## src/rtl/segbus_pkg.sv

```systemverilog
package segbus_pkg;

    localparam int SEG_W  = 7;
    localparam int OFF_W  = 16;
    localparam int XTRA_W = 3;

    localparam logic [1:0] K_FETCH = 2'b00;
    localparam logic [1:0] K_READ  = 2'b01;
    localparam logic [1:0] K_WRITE = 2'b10;

    localparam logic [3:0] ST_IDLE      = 4'b0000;
    localparam logic [3:0] ST_DATA      = 4'b1000;
    localparam logic [3:0] ST_FETCH     = 4'b1100;
    localparam logic [3:0] ST_FAULT_ACK = 4'b0011;

    typedef enum logic [2:0] {
        PH_IDLE = 3'd0,
        PH_SEG  = 3'd1,
        PH_T1   = 3'd2,
        PH_TX   = 3'd3,
        PH_T2   = 3'd4,
        PH_TW   = 3'd5,
        PH_T3   = 3'd6
    } phase_e;

    typedef struct packed {
        logic [SEG_W-1:0] seg;
        logic [OFF_W-1:0] off;
        logic [OFF_W-1:0] wdata;
    } req_fields_t;

    function automatic logic [3:0] status_for(input logic [1:0] kind, input logic fault);
        if (fault)
            return ST_FAULT_ACK;
        if (kind == K_FETCH)
            return ST_FETCH;
        return ST_DATA;
    endfunction

    function automatic logic phase_in_data(input phase_e ph);
        return (ph == PH_T2) || (ph == PH_TW) || (ph == PH_T3);
    endfunction

endpackage

```

## src/rtl/segbus_wsync.sv

```systemverilog
module segbus_wsync #(
    parameter int STAGES = 2
) (
    input  logic clk,
    input  logic rst,
    input  logic async_n,
    output logic sync_n
);
    logic [STAGES-1:0] chain;

    generate
        if (STAGES == 1) begin : g_one
            always_ff @(posedge clk) begin
                if (rst) chain <= '1;
                else     chain <= async_n;
            end
        end else begin : g_many
            always_ff @(posedge clk) begin
                if (rst) chain <= '1;
                else     chain <= {chain[STAGES-2:0], async_n};
            end
        end
    endgenerate

    assign sync_n = chain[STAGES-1];
endmodule

```

## src/rtl/segbus_ctl.sv

```systemverilog
module segbus_ctl
    import segbus_pkg::*;
#(
    parameter int MAX_CLK = 10,
    parameter int MAX_EXT = 5,
    parameter int XW      = XTRA_W
) (
    input  logic          clk,
    input  logic          rst,
    input  logic          req_valid,
    input  logic [1:0]    req_kind,
    input  logic [XW-1:0] req_xtra,
    input  logic          hold_sn,
    input  logic          fault_n,
    output phase_e        phase,
    output logic          accept,
    output logic          req_ready,
    output logic          is_write,
    output logic [3:0]    status,
    output logic          done,
    output logic          timeout_err,
    output logic          fault_pend
);
    localparam int CNT_W = $clog2(MAX_CLK + 1);

    phase_e        ph, nxt;
    logic [CNT_W-1:0] clk_cnt;
    logic [XW-1:0] ext_left, ext_c;
    logic          forced, tmo_q, done_q, tmo_out, pend_q, wr_q;
    logic [3:0]    stat_q;

    assign ext_c     = (req_xtra > XW'(MAX_EXT)) ? XW'(MAX_EXT) : req_xtra;
    assign req_ready = (ph == PH_IDLE);
    assign accept    = req_ready && req_valid;

    always_comb begin
        nxt    = ph;
        forced = 1'b0;
        case (ph)
            PH_IDLE: if (req_valid) nxt = PH_SEG;
            PH_SEG:  nxt = PH_T1;
            PH_T1:   nxt = (ext_left != '0) ? PH_TX : PH_T2;
            PH_TX:   nxt = (ext_left == XW'(1)) ? PH_T2 : PH_TX;
            PH_T2, PH_TW: begin
                if (!hold_sn) begin
                    if (clk_cnt >= CNT_W'(MAX_CLK - 1)) begin
                        nxt    = PH_T3;
                        forced = 1'b1;
                    end else begin
                        nxt = PH_TW;
                    end
                end else begin
                    nxt = PH_T3;
                end
            end
            PH_T3:   nxt = PH_IDLE;
            default: nxt = PH_IDLE;
        endcase
    end

    always_ff @(posedge clk) begin
        if (rst) begin
            ph       <= PH_IDLE;
            clk_cnt  <= '0;
            ext_left <= '0;
            stat_q   <= ST_IDLE;
            wr_q     <= 1'b0;
            tmo_q    <= 1'b0;
            done_q   <= 1'b0;
            tmo_out  <= 1'b0;
            pend_q   <= 1'b0;
        end else begin
            ph      <= nxt;
            done_q  <= (ph == PH_T3);
            tmo_out <= (ph == PH_T3) && tmo_q;
            if (ph == PH_SEG)
                clk_cnt <= CNT_W'(1);
            else if (ph != PH_IDLE)
                clk_cnt <= clk_cnt + CNT_W'(1);
            if (accept) begin
                ext_left <= ext_c;
                stat_q   <= status_for(req_kind, pend_q);
                wr_q     <= (req_kind == K_WRITE) && !pend_q;
                tmo_q    <= 1'b0;
                pend_q   <= 1'b0;
            end else begin
                if (ph == PH_TX)
                    ext_left <= ext_left - XW'(1);
                if (forced)
                    tmo_q <= 1'b1;
                if (ph == PH_T3) begin
                    stat_q <= ST_IDLE;
                    wr_q   <= 1'b0;
                end
                if ((ph != PH_IDLE) && !fault_n)
                    pend_q <= 1'b1;
            end
        end
    end

    assign phase       = ph;
    assign is_write    = wr_q;
    assign status      = stat_q;
    assign done        = done_q;
    assign timeout_err = tmo_out;
    assign fault_pend  = pend_q;

    // an idle sequencer never presents a cycle status
    assert_ready_idle_R1: assert property (@(posedge clk) disable iff (rst)
        req_ready |-> (status == ST_IDLE));

    // leaving the extension clocks always leads into T2
    assert_ext_to_t2_R3: assert property (@(posedge clk) disable iff (rst)
        (ph == PH_TX && ext_left == XW'(1)) |=> (ph == PH_T2));
endmodule

```

## src/rtl/segbus_dpath.sv

```systemverilog
module segbus_dpath
    import segbus_pkg::*;
#(
    parameter int SW = SEG_W,
    parameter int OW = OFF_W
) (
    input  logic          clk,
    input  logic          rst,
    input  logic          accept,
    input  phase_e        phase,
    input  logic          is_write,
    input  logic [SW-1:0] req_seg,
    input  logic [OW-1:0] req_off,
    input  logic [OW-1:0] req_wdata,
    input  logic [OW-1:0] ad_in,
    output logic [SW-1:0] seg_o,
    output logic [OW-1:0] ad_out,
    output logic          ad_oe,
    output logic          addr_stb_n,
    output logic          data_stb_n,
    output logic [OW-1:0] rdata
);
    typedef struct packed {
        logic [SW-1:0] seg;
        logic [OW-1:0] off;
        logic [OW-1:0] wdata;
    } hold_t;

    hold_t     held;
    logic      in_addr, in_data;

    always_ff @(posedge clk) begin
        if (rst) begin
            held  <= '0;
            rdata <= '0;
        end else begin
            if (accept)
                held <= '{seg: req_seg, off: req_off, wdata: req_wdata};
            if ((phase == PH_T3) && !is_write)
                rdata <= ad_in;
        end
    end

    assign in_addr    = (phase == PH_T1) || (phase == PH_TX);
    assign in_data    = phase_in_data(phase);
    assign seg_o      = (phase != PH_IDLE) ? held.seg : '0;
    assign addr_stb_n = (phase != PH_T1);
    assign data_stb_n = !in_data;
    assign ad_oe      = in_addr || (in_data && is_write);
    assign ad_out     = in_addr ? held.off : ((in_data && is_write) ? held.wdata : '0);

    // data strobe of a write always finds write data on the bus
    assert_wdata_on_bus_R6: assert property (@(posedge clk) disable iff (rst)
        (!data_stb_n && is_write) |-> (ad_oe && ad_out == held.wdata));
endmodule

```

## src/rtl/segbus_seq.sv

```systemverilog
module segbus_seq
    import segbus_pkg::*;
#(
    parameter int SW          = SEG_W,
    parameter int OW          = OFF_W,
    parameter int XW          = XTRA_W,
    parameter int MAX_CLK     = 10,
    parameter int MAX_EXT     = 5,
    parameter int SYNC_STAGES = 2
) (
    input  logic          clk,
    input  logic          rst,
    input  logic          req_valid,
    input  logic [1:0]    req_kind,
    input  logic [SW-1:0] req_seg,
    input  logic [OW-1:0] req_off,
    input  logic [OW-1:0] req_wdata,
    input  logic [XW-1:0] req_xtra,
    output logic          req_ready,
    input  logic          mem_hold_n,
    input  logic          xlat_fault_n,
    output logic [SW-1:0] seg_o,
    output logic [OW-1:0] ad_out,
    output logic          ad_oe,
    input  logic [OW-1:0] ad_in,
    output logic          addr_stb_n,
    output logic          data_stb_n,
    output logic          rd_wr_n,
    output logic [3:0]    bus_status,
    output logic [OW-1:0] rdata,
    output logic          done,
    output logic          timeout_err,
    output logic          fault_pend
);
    phase_e phase;
    logic   hold_sn, accept, is_write;

    segbus_wsync #(.STAGES(SYNC_STAGES)) u_sync (
        .clk     (clk),
        .rst     (rst),
        .async_n (mem_hold_n),
        .sync_n  (hold_sn)
    );

    segbus_ctl #(.MAX_CLK(MAX_CLK), .MAX_EXT(MAX_EXT), .XW(XW)) u_ctl (
        .clk         (clk),
        .rst         (rst),
        .req_valid   (req_valid),
        .req_kind    (req_kind),
        .req_xtra    (req_xtra),
        .hold_sn     (hold_sn),
        .fault_n     (xlat_fault_n),
        .phase       (phase),
        .accept      (accept),
        .req_ready   (req_ready),
        .is_write    (is_write),
        .status      (bus_status),
        .done        (done),
        .timeout_err (timeout_err),
        .fault_pend  (fault_pend)
    );

    segbus_dpath #(.SW(SW), .OW(OW)) u_dp (
        .clk        (clk),
        .rst        (rst),
        .accept     (accept),
        .phase      (phase),
        .is_write   (is_write),
        .req_seg    (req_seg),
        .req_off    (req_off),
        .req_wdata  (req_wdata),
        .ad_in      (ad_in),
        .seg_o      (seg_o),
        .ad_out     (ad_out),
        .ad_oe      (ad_oe),
        .addr_stb_n (addr_stb_n),
        .data_stb_n (data_stb_n),
        .rdata      (rdata)
    );

    assign rd_wr_n = !is_write;

    // checker counter: clocks from T1 through T3 of the current cycle
    logic [7:0] len_cnt;
    always_ff @(posedge clk) begin
        if (rst)                                 len_cnt <= '0;
        else if (!addr_stb_n)                    len_cnt <= 8'd1;
        else if (len_cnt != '0 && bus_status != ST_IDLE) len_cnt <= len_cnt + 8'd1;
    end

    // segment lines already settled when the address strobe falls
    assert_seg_lead_R2: assert property (@(posedge clk) disable iff (rst)
        $fell(addr_stb_n) |-> ($stable(seg_o) && bus_status != ST_IDLE));

    // status holds steady across an active cycle
    assert_status_hold_R4: assert property (@(posedge clk) disable iff (rst)
        (bus_status != ST_IDLE && $past(bus_status) != ST_IDLE) |-> $stable(bus_status));

    // completed cycles lie between three and the cap
    assert_cycle_len_R9: assert property (@(posedge clk) disable iff (rst)
        done |-> (len_cnt >= 8'd3 && len_cnt <= 8'(MAX_CLK)));

    // a timeout is only reported with completion
    assert_tmo_with_done_R10: assert property (@(posedge clk) disable iff (rst)
        timeout_err |-> done);

    // pending fault only rises after the fault input was low
    assert_fault_source_R11: assert property (@(posedge clk) disable iff (rst)
        $rose(fault_pend) |-> $past(!xlat_fault_n));
endmodule

```

## config.mk

```make
export PLATFORM = sky130hd
export DESIGN_NAME = segbus_seq
export DESIGN_NICKNAME = d
export VERILOG_FILES = /design/src/rtl/segbus_pkg.sv /design/src/rtl/segbus_wsync.sv /design/src/rtl/segbus_ctl.sv /design/src/rtl/segbus_dpath.sv /design/src/rtl/segbus_seq.sv
export SDC_FILE = /design/constraint.sdc
export NUM_CORES = 1
export LEC_CHECK = 0
export BUFFER_PORTS_ARGS = -buffer_cell sky130_fd_sc_hd__buf_2
export CORE_MARGIN = 3
export CORE_UTILIZATION = 42
export DETAILED_ROUTE_END_ITERATION = 8
export PLACE_DENSITY_LB_ADDON = 0.12
export SETUP_SLACK_MARGIN = 0.4
export SLEW_MARGIN = 20
export SYNTH_ARGS = -nofsm -noshare
export SYNTH_HDL_FRONTEND = slang
export SYNTH_HIERARCHICAL = 1
export SYNTH_SLANG_ARGS = --single-unit
export TNS_END_PERCENT = 10
```

## constraint.sdc

```tcl
create_clock -name clk -period 3.3 [get_ports clk]
set_input_delay 0.33 -clock clk [delete_from_list [all_inputs] [get_ports clk]]
set_output_delay 0.33 -clock clk [all_outputs]
set_load 0.05 [all_outputs]
```

==> impl_metrics.yaml, run 1 <==
clocking:
  post_cts_setup_buffers: 0
  number_of_buffers_inserted_during_clock_tree_synthesis: 9
  cts_root_buf: "sky130_fd_sc_hd__clkbuf_8"
  cts.path.max_buffers: 2
  cts_stage_hold_buffer_count: 0
  cts-resized-gates: 0
  insertion_delay_ps: 340
  cts_htree_levels: 3
  cts_num_sinks: 75
  worst_setup_hold_path_clk_slew_ps: 70
  clock_tree_from_tritoncts: "built"
layout:
  fillerInstances: 764
  multi_input_area_mm2: 0.00168
  share_of_cells_above_drive_strength_1_pct: 34.8
  antenna-diode-count: 0
  register_area_mm2: 0.00150
  layout.nets: 557
  flow.area_growth_from_synthesis_pct: 24.0
  finalInstanceArea_mm2: 0.00421
floorplanning:
  ioPinCount: 116
  die-area_mm2: 0.00920
  start_util_pct: 43.7
  fp.coreArea_mm2: 0.00777
  floorplan.die.width_um: 95.9
  row_count: 32
  die_height_um: 95.9
grt:
  layer_carrying_the_most_global_route_usage: "met2"
  grt_start_max_net_pins: 37
  globalRouteOverflowTotal: 0
  gr-usage-met3_pct: 3.91
  global_route.usage.met1_pct: 24.4
  grt_util_met2_pct: 27.9
  tot_gr_track_use_pct: 17.9
  first_global_vias: 2715
  initial_antenna_violation_count: 0
  grt_pass1_wl_um: 12900
sta:
  clock.fmax_mhz: 377
  tns_ps: 0
  post-route-min-period_ps: 2650
  grt_setup_unrepaired: "no"
  worst_slack_ps: 647
  fin_crit_sh_pct: 80.4
  timing.max_slew.rel_slack_pct: 41.0
  finalHoldViolCount: 0
  measured_slew_at_the_worst_slew_check_pin_ps: 878
  holdWs_ps: 183
  fin_worst_skew_ps: 10.2
  report.final.setup_viol: 0
  timing.final.max_slew_violations: 0
placement:
  post_dp_cell_area_mm2: 0.00399
  port_buffers: 115
  post-dp-hpwl_um: 5630
  gpl.final_weighted_congestion: 0.760
  place_worst_setup_slack_ps: 970
worst_setup_path:
  r2r_cells: 5
  worstPathRequired_ps: 2970
  rr_startpoint: "u_ctl/phase[1]"
  critical_path.reg2reg.endpoint: "u_dp/held[10]"
  crit_path_start: "u_ctl/phase[2]"
  worstPathArrival_ps: 2320
  worstPathMaxFanout: 18
  setup.worst_path.start_class: "flop"
  cp_capture_type: "primary output"
  regToRegSetupSlack_ps: 960
  worstSetupPathType: "reg2out"
drt:
  route.detailed.wl_per_inst_um: 13.5
  final_antenna_net_count: 0
  drtPass1Iterations: 4
  vias: 2877
  detailedRoute.firstIterationViolations: 107
  via_per_instance_ratio: 4.85
  route.detailed.drc: 0
  postRouteWirelength_um: 8010
power:
  irDropWorstVdd_mv: 0.399
  p_leak_nw: 1.86
  internal-power_mw: 1.86
  report.power.total_mw: 2.96
  power.share.switching_pct: 37.0
  cellPowerDensity_mw_per_mm2: 702
  seq_power_share_pct: 38.3
  p_sw_mw: 1.10
  clock_power_share_pct: 26.2
  comb_power_share_pct: 35.5
synthesis:
  synth_cell_type_count: 51
  mappedNetlistNets: 450
  postSynth.topFlopCell: "sky130_fd_sc_hd__dfxtp_1"
  ys_ff_latch: 75
  synth-warning-count: 6
  synthesis.area_per_instance_um2: 8.96
  synth_instances: 379
  synthArstFlopShare_pct: 0
  synth_seq_area_share_pct: 44.2
  netlist_area_pre_place_mm2: 0.00339
  synth_enable_flop_cells: 0
worst_hold_path:
  holdPathStages: 2
  worst_hold_path.endpoint: "u_ctl/status[2]"
  hold_path.startpoint: "req_kind[1]"
  hp-class: "in2reg"
job:
  max_cap_violations: 0
run_status:
  result_of_the_run: "finished clean"
[synthesized netlist by cell type, types with 2 or more instances]
library cell,instances,share of area [%]
sky130_fd_sc_hd__inv_1,10,1.1
sky130_fd_sc_hd__clkbuf_1,6,0.66
sky130_fd_sc_hd__nand2b_1,5,0.92
sky130_fd_sc_hd__dfxtp_1,75,44
sky130_fd_sc_hd__a21o_1,2,0.44
sky130_fd_sc_hd__or2_1,3,0.55
sky130_fd_sc_hd__ha_1,6,2.2
sky130_fd_sc_hd__nand2_1,62,6.9
sky130_fd_sc_hd__nor2b_1,8,1.5
sky130_fd_sc_hd__buf_6,3,1.0
sky130_fd_sc_hd__o2bb2ai_1,2,0.52
sky130_fd_sc_hd__a211oi_1,2,0.44
sky130_fd_sc_hd__xnor2_1,2,0.52
sky130_fd_sc_hd__a21oi_1,22,3.2
sky130_fd_sc_hd__a21oi_2,19,4.9
sky130_fd_sc_hd__nor2_1,50,5.5
sky130_fd_sc_hd__inv_2,2,0.22
sky130_fd_sc_hd__buf_4,3,0.66
sky130_fd_sc_hd__buf_2,10,1.5
sky130_fd_sc_hd__nor3_1,4,0.59
sky130_fd_sc_hd__nand2_2,10,1.8
sky130_fd_sc_hd__mux2i_1,41,12
sky130_fd_sc_hd__nand3_1,2,0.29
sky130_fd_sc_hd__o21ai_0,3,0.44
[cells in the final DEF, fill, tap and decap left out, types with 3 or more instances in the layout]
cell,n
sky130_fd_sc_hd__o21ai_0,3
sky130_fd_sc_hd__buf_4,6
sky130_fd_sc_hd__nand2_2,10
sky130_fd_sc_hd__inv_1,10
sky130_fd_sc_hd__mux2i_1,41
sky130_fd_sc_hd__nor2_1,50
sky130_fd_sc_hd__buf_2,115
sky130_fd_sc_hd__or2_1,3
sky130_fd_sc_hd__nand2b_1,5
sky130_fd_sc_hd__clkbuf_8,10
sky130_fd_sc_hd__ha_1,6
sky130_fd_sc_hd__nand2_1,62
sky130_fd_sc_hd__dfxtp_1,75
sky130_fd_sc_hd__a21oi_2,19
sky130_fd_sc_hd__nor2b_1,8
sky130_fd_sc_hd__nor3_1,4
sky130_fd_sc_hd__a21oi_1,22
[worst max-delay path by stage]
stage	endpoint	slack, ps	cells after the start
floorplan	ad_out[2]	1230	5
global placement	u_dp/held[34]	1020	5
detailed placement	u_dp/held[30]	970	5
CTS	ad_out[12]	640	6
global route	ad_out[12]	440	5
finish	ad_out[12]	650	6
[critical path, stage by stage, from the launching register on]
cell and delay (ps):
sky130_fd_sc_hd__dfxtp_1 480, sky130_fd_sc_hd__buf_4 250, sky130_fd_sc_hd__nor2b_2 50, sky130_fd_sc_hd__buf_4 200, sky130_fd_sc_hd__a31oi_4 600, sky130_fd_sc_hd__a21oi_1 140
sky130_fd_sc_hd__buf_2 260
[power groups by stage]
stage	sequential (mW)	combinational, mW	clock (mW)
final	1.13	1.05	0.775
after global routing	1.15	1.16	0.837
after CTS	1.13	1.06	0.800
after detailed placement	1.15	1.06	0
after global placement	1.15	1.05	0
after floorplan	1.17	0.809	0
[cells by family (layout without fill, tap and decap cells)]
| logic type | Yosys count | in the layout | synth area share (%) |
|---|---|---|---|
| xor gates and xnor gates | 2 | 2 | 0.516 |
| DFF | 75 | 75 | 44.2 |
| muxes | 41 | 41 | 12.1 |
| and+or+nand+nor | 158 | 158 | 21.9 |
| AOI/OAI and AO/OA | 59 | 59 | 12.6 |
| adders and majority gates | 6 | 6 | 2.21 |
| buffers and inverters | 38 | 150 | 6.41 |
[final cells by class]
| type | instances | area share (%) |
|---|---|---|
| clock buffer | 12 | 3.45 |
| multi-input combinational | 266 | 39.8 |
| sequential | 75 | 35.7 |
| clock inverter | 4 | 1.75 |
| inverter | 12 | 1.07 |
| timing repair buffer | 122 | 15.2 |
| tap | 102 | 3.03 |
[flip-flops by register name, indices dropped and copies added (netlist names)]
name and cells:
u_ctl/ext_left 3, u_dp/held 39, u_ctl/timeout_err 1, u_ctl/status 3
u_ctl/done 1, u_dp/rdata 16, u_ctl/tmo_q 1, u_ctl/clk_cnt 4
u_ctl/phase 3, u_ctl/fault_pend 1, u_sync/chain 2, u_ctl/is_write 1
[through the flow]
stage | cells | util, %
4_1_cts | 593 | 54.2
3_5_place_dp | 577 | 51.4
6_report | 593 | 54.2
5_1_grt | 593 | 54.2
2_1_floorplan | 379 | -
3_3_place_gp | 577 | 51.4
[layer usage]
layer	wire (µm)	up-vias	share of wire (%)
li1	-	1469	-
met5	0	-	0
met1	3830	1317	48
met3	522	8	6.5
met2	3550	83	44
met4	101	0	1.3
(Power assumes the default switching activity.)
==> inputs of run 2 (changes only) <==
--- a/config.mk
+++ b/config.mk
@@ -5,6 +5,7 @@
 export SDC_FILE = /design/constraint.sdc
 export NUM_CORES = 1
 export LEC_CHECK = 0
+export ABC_AREA = 1
 export BUFFER_PORTS_ARGS = -buffer_cell sky130_fd_sc_hd__buf_2
 export CORE_MARGIN = 3
 export CORE_UTILIZATION = 42
==> constraint.sdc (replaced) <==
create_clock -name clk -period 2.6 [get_ports clk]
set_input_delay 0.26 -clock clk [delete_from_list [all_inputs] [get_ports clk]]
set_output_delay 0.26 -clock clk [all_outputs]
set_load 0.05 [all_outputs]
==> run 2 against run 1 <==
Clock skew decreased by 3.4 ps; critical path depth did not move; register-to-register slack lost 290 ps; synthesized cell count increased by 25%; non-clock buffer count fell by 3; wire length is 3.0% lower; sequential power up 43%; via count increased by 12%; core utilization is 1.7 points higher; area after synthesis shrank 2.8%; sequential share of layout area up 0.42 points; critical endpoint is now ad_out[1].
==> impl_metrics.yaml, run 2 <==
run_status:
  result_of_the_run: "finished clean"
worst_setup_path:
  worstSetupPathType: "reg2out"
  worstPathMaxFanout: 11
  crit_path_start: "u_ctl/phase[1]"
  worstPathArrival_ps: 1870
  critical-path-max-stage-delay_ps: 540
  regToRegSetupSlack_ps: 670
  critical_path.reg2reg.endpoint: "u_dp/held[1]"
  crit_buf_inv: 3
  critPathSlowestCell: "sky130_fd_sc_hd__dfxtp_1"
  setup.worst_path.start_class: "flop"
  r2r_cells: 7
  timing.critical_path.max_delay_family: "buffers and inverters"
  worstPathRequired_ps: 2340
  cp_capture_type: "primary output"
  crit_chain: "inv_1 -> nor2_4 -> buf_4 -> nand2_1 -> o21ai_0 -> buf_2"
  rr_startpoint: "u_ctl/phase[1]"
drt:
  via_per_instance_ratio: 4.69
  route.detailed.drc: 0
  drtPass1Iterations: 4
  detailedRoute.firstIterationViolations: 87
  postRouteWirelength_um: 7770
  final_antenna_net_count: 0
  route.detailed.wl_per_inst_um: 11.3
  vias: 3216
layout:
  final_cell_count_no_fill: 685
  layout.nets: 652
  antenna-diode-count: 0
  flow.area_growth_from_synthesis_pct: 26.2
  layout_commonest_cell: "sky130_fd_sc_hd__buf_2"
  fillerInstances: 764
  largest_register_ffs: 39
  biggest_regs: "u_dp/held (39), u_dp/rdata (16), u_ctl/clk_cnt (4)"
  multi_input_area_mm2: 0.00144
  most-common-layout-cells: "115 x sky130_fd_sc_hd__buf_2, 77 x sky130_fd_sc_hd__nand2_1, 74 x sky130_fd_sc_hd__dfxtp_1"
  share_of_cells_above_drive_strength_1_pct: 25.3
  finalInstanceArea_mm2: 0.00416
  top_register: "u_dp/held"
  register_area_mm2: 0.00150
power:
  cellPowerDensity_mw_per_mm2: 1080
  irDropWorstVdd_mv: 0.598
  p_leak_nw: 2.06
floorplanning:
  die_height_um: 94.6
  ioPinCount: 116
  row_count: 31
  floorplan.die.width_um: 94.6
  die-area_mm2: 0.00895
  fp.coreArea_mm2: 0.00745
  start_util_pct: 44.3
placement:
  post_dp_cell_area_mm2: 0.00393
  post-dp-hpwl_um: 5550
  gpl.final_weighted_congestion: 0.775
  port_buffers: 115
  place_inst: 669
synthesis:
  netlist_area_pre_place_mm2: 0.00330
  yosys-top-cells-area: "sky130_fd_sc_hd__dfxtp_1 46%, sky130_fd_sc_hd__o21ai_0 8.8%, sky130_fd_sc_hd__nand2_1 8.8%"
  synthesis.area_per_instance_um2: 6.98
  synthArstFlopShare_pct: 0
  synth_seq_area_share_pct: 45.5
  postSynth.topFlopCell: "sky130_fd_sc_hd__dfxtp_1"
  synth_enable_flop_cells: 0
  synth_top_cells_by_count: "77 x sky130_fd_sc_hd__nand2_1, 75 x sky130_fd_sc_hd__dfxtp_1, 68 x sky130_fd_sc_hd__nor2_1, 67 x sky130_fd_sc_hd__inv_1, 58 x sky130_fd_sc_hd__o21ai_0"
  synth_instances: 473
  synth-warning-count: 6
  mappedNetlistNets: 544
  synth_cell_type_count: 25
  ys_ff_latch: 75
  yosys.cell_count.top_type: "sky130_fd_sc_hd__nand2_1"
  synthDominantAreaCellType: "sky130_fd_sc_hd__dfxtp_1"
  synth_top_cell_area_share_pct: 45.5
sta:
  tns_ps: 0
  finalHoldViolCount: 0
  timing.final.max_slew_violations: 0
  holdWs_ps: 89.8
  fin_crit_sh_pct: 82.0
  timing.max_slew.rel_slack_pct: 62.5
  grt_setup_unrepaired: "yes"
  fin_worst_skew_ps: 6.88
  report.final.setup_viol: 0
  post-route-min-period_ps: 2130
  clock.fmax_mhz: 469
  measured_slew_at_the_worst_slew_check_pin_ps: 559
clocking:
  cts_root_buf: "sky130_fd_sc_hd__clkbuf_8"
  cts_htree_levels: 3
  cts_num_sinks: 75
  cts.path.max_buffers: 2
  insertion_delay_ps: 340
  number_of_buffers_inserted_during_clock_tree_synthesis: 9
  clock_tree_from_tritoncts: "built"
  worst_setup_hold_path_clk_slew_ps: 70
  post_cts_setup_buffers: 0
worst_hold_path:
  worst_hold_path.endpoint: "u_sync/chain[0]"
  hold_path.startpoint: "mem_hold_n"
  hp-class: "in2reg"
  holdPathStages: 3
grt:
  globalRouteOverflowTotal: 0
  first_global_vias: 2923
  grt_pass1_wl_um: 12900
  initial_antenna_violation_count: 0
  grt_start_max_net_pins: 63
  tot_gr_track_use_pct: 17.8
job:
  max_cap_violations: 0
## run 2: final cells by class
class,count,share of cell area (%)
multi-input combinational,303,34.6
sequential,75,36.1
inverter,73,6.58
clock buffer,10,3.06
tap,99,2.97
clock inverter,6,2.13
timing repair buffer,119,14.5
## run 2: cells by family after synthesis
kind of cell	Yosys count	share of synthesized area (%)
adders and majority gates	6	2.28
buffers and inverters	95	11.4
xor gates and xnor gates	1	0.266
and+or+nand+nor	180	22.8
AOI/OAI and AO/OA	116	17.7
DFF	75	45.5
## run 2: metal layers
metal	vias to the layer above	track usage (%)	routed length [µm]	part of all wire [%]
li1	1703	-	-	-
met1	1416	23.2	3560	46
met2	87	29.6	3660	47
met3	10	3.35	458	5.9
met4	0	6.25	80	1.0
met5	-	0	0	0
## run 2: timing repair
| item | 4_1_cts | 5_1_grt |
|---|---|---|
| hold buffers | 0 | 0 |
| gates resized for setup | 0 | 4 |
| hold endpoints to repair | 0 | 0 |
| endpoints found under the setup margin | 15 | 25 |
## run 2: worst min-delay path: cells and delay by family
family / cells / cell delay, ps
buffers and inverters: 2 / 100
AND/OR/NAND/NOR: 1 / 40
## run 2: worst max path at each step
stage          slack (ps)  depth (start not counted)             to
2_1_floorplan         320                          3     ad_out[10]
3_3_place_gp          720                          7  u_dp/held[14]
3_5_place_dp          650                          7   u_dp/held[7]
4_1_cts               310                          3     ad_out[15]
5_1_grt               280                          6      ad_out[0]
6_report              470                          6      ad_out[1]
## run 2: where the power goes
part           switching [mW]  total, mW  internal, mW
registers               0.180       1.62          1.44
clock network           0.423      0.966         0.542
logic                    1.40       1.91         0.505
total                    2.00       4.49          2.49
## run 2: stage by stage
stage	total power [mW]	util, %	worst slack, ps
floorplan	3.09	-	324
global placement	3.51	52.8	716
detailed placement	3.54	52.8	647
CTS	4.51	55.7	313
global route	4.84	55.9	275
finish	4.49	55.9	467
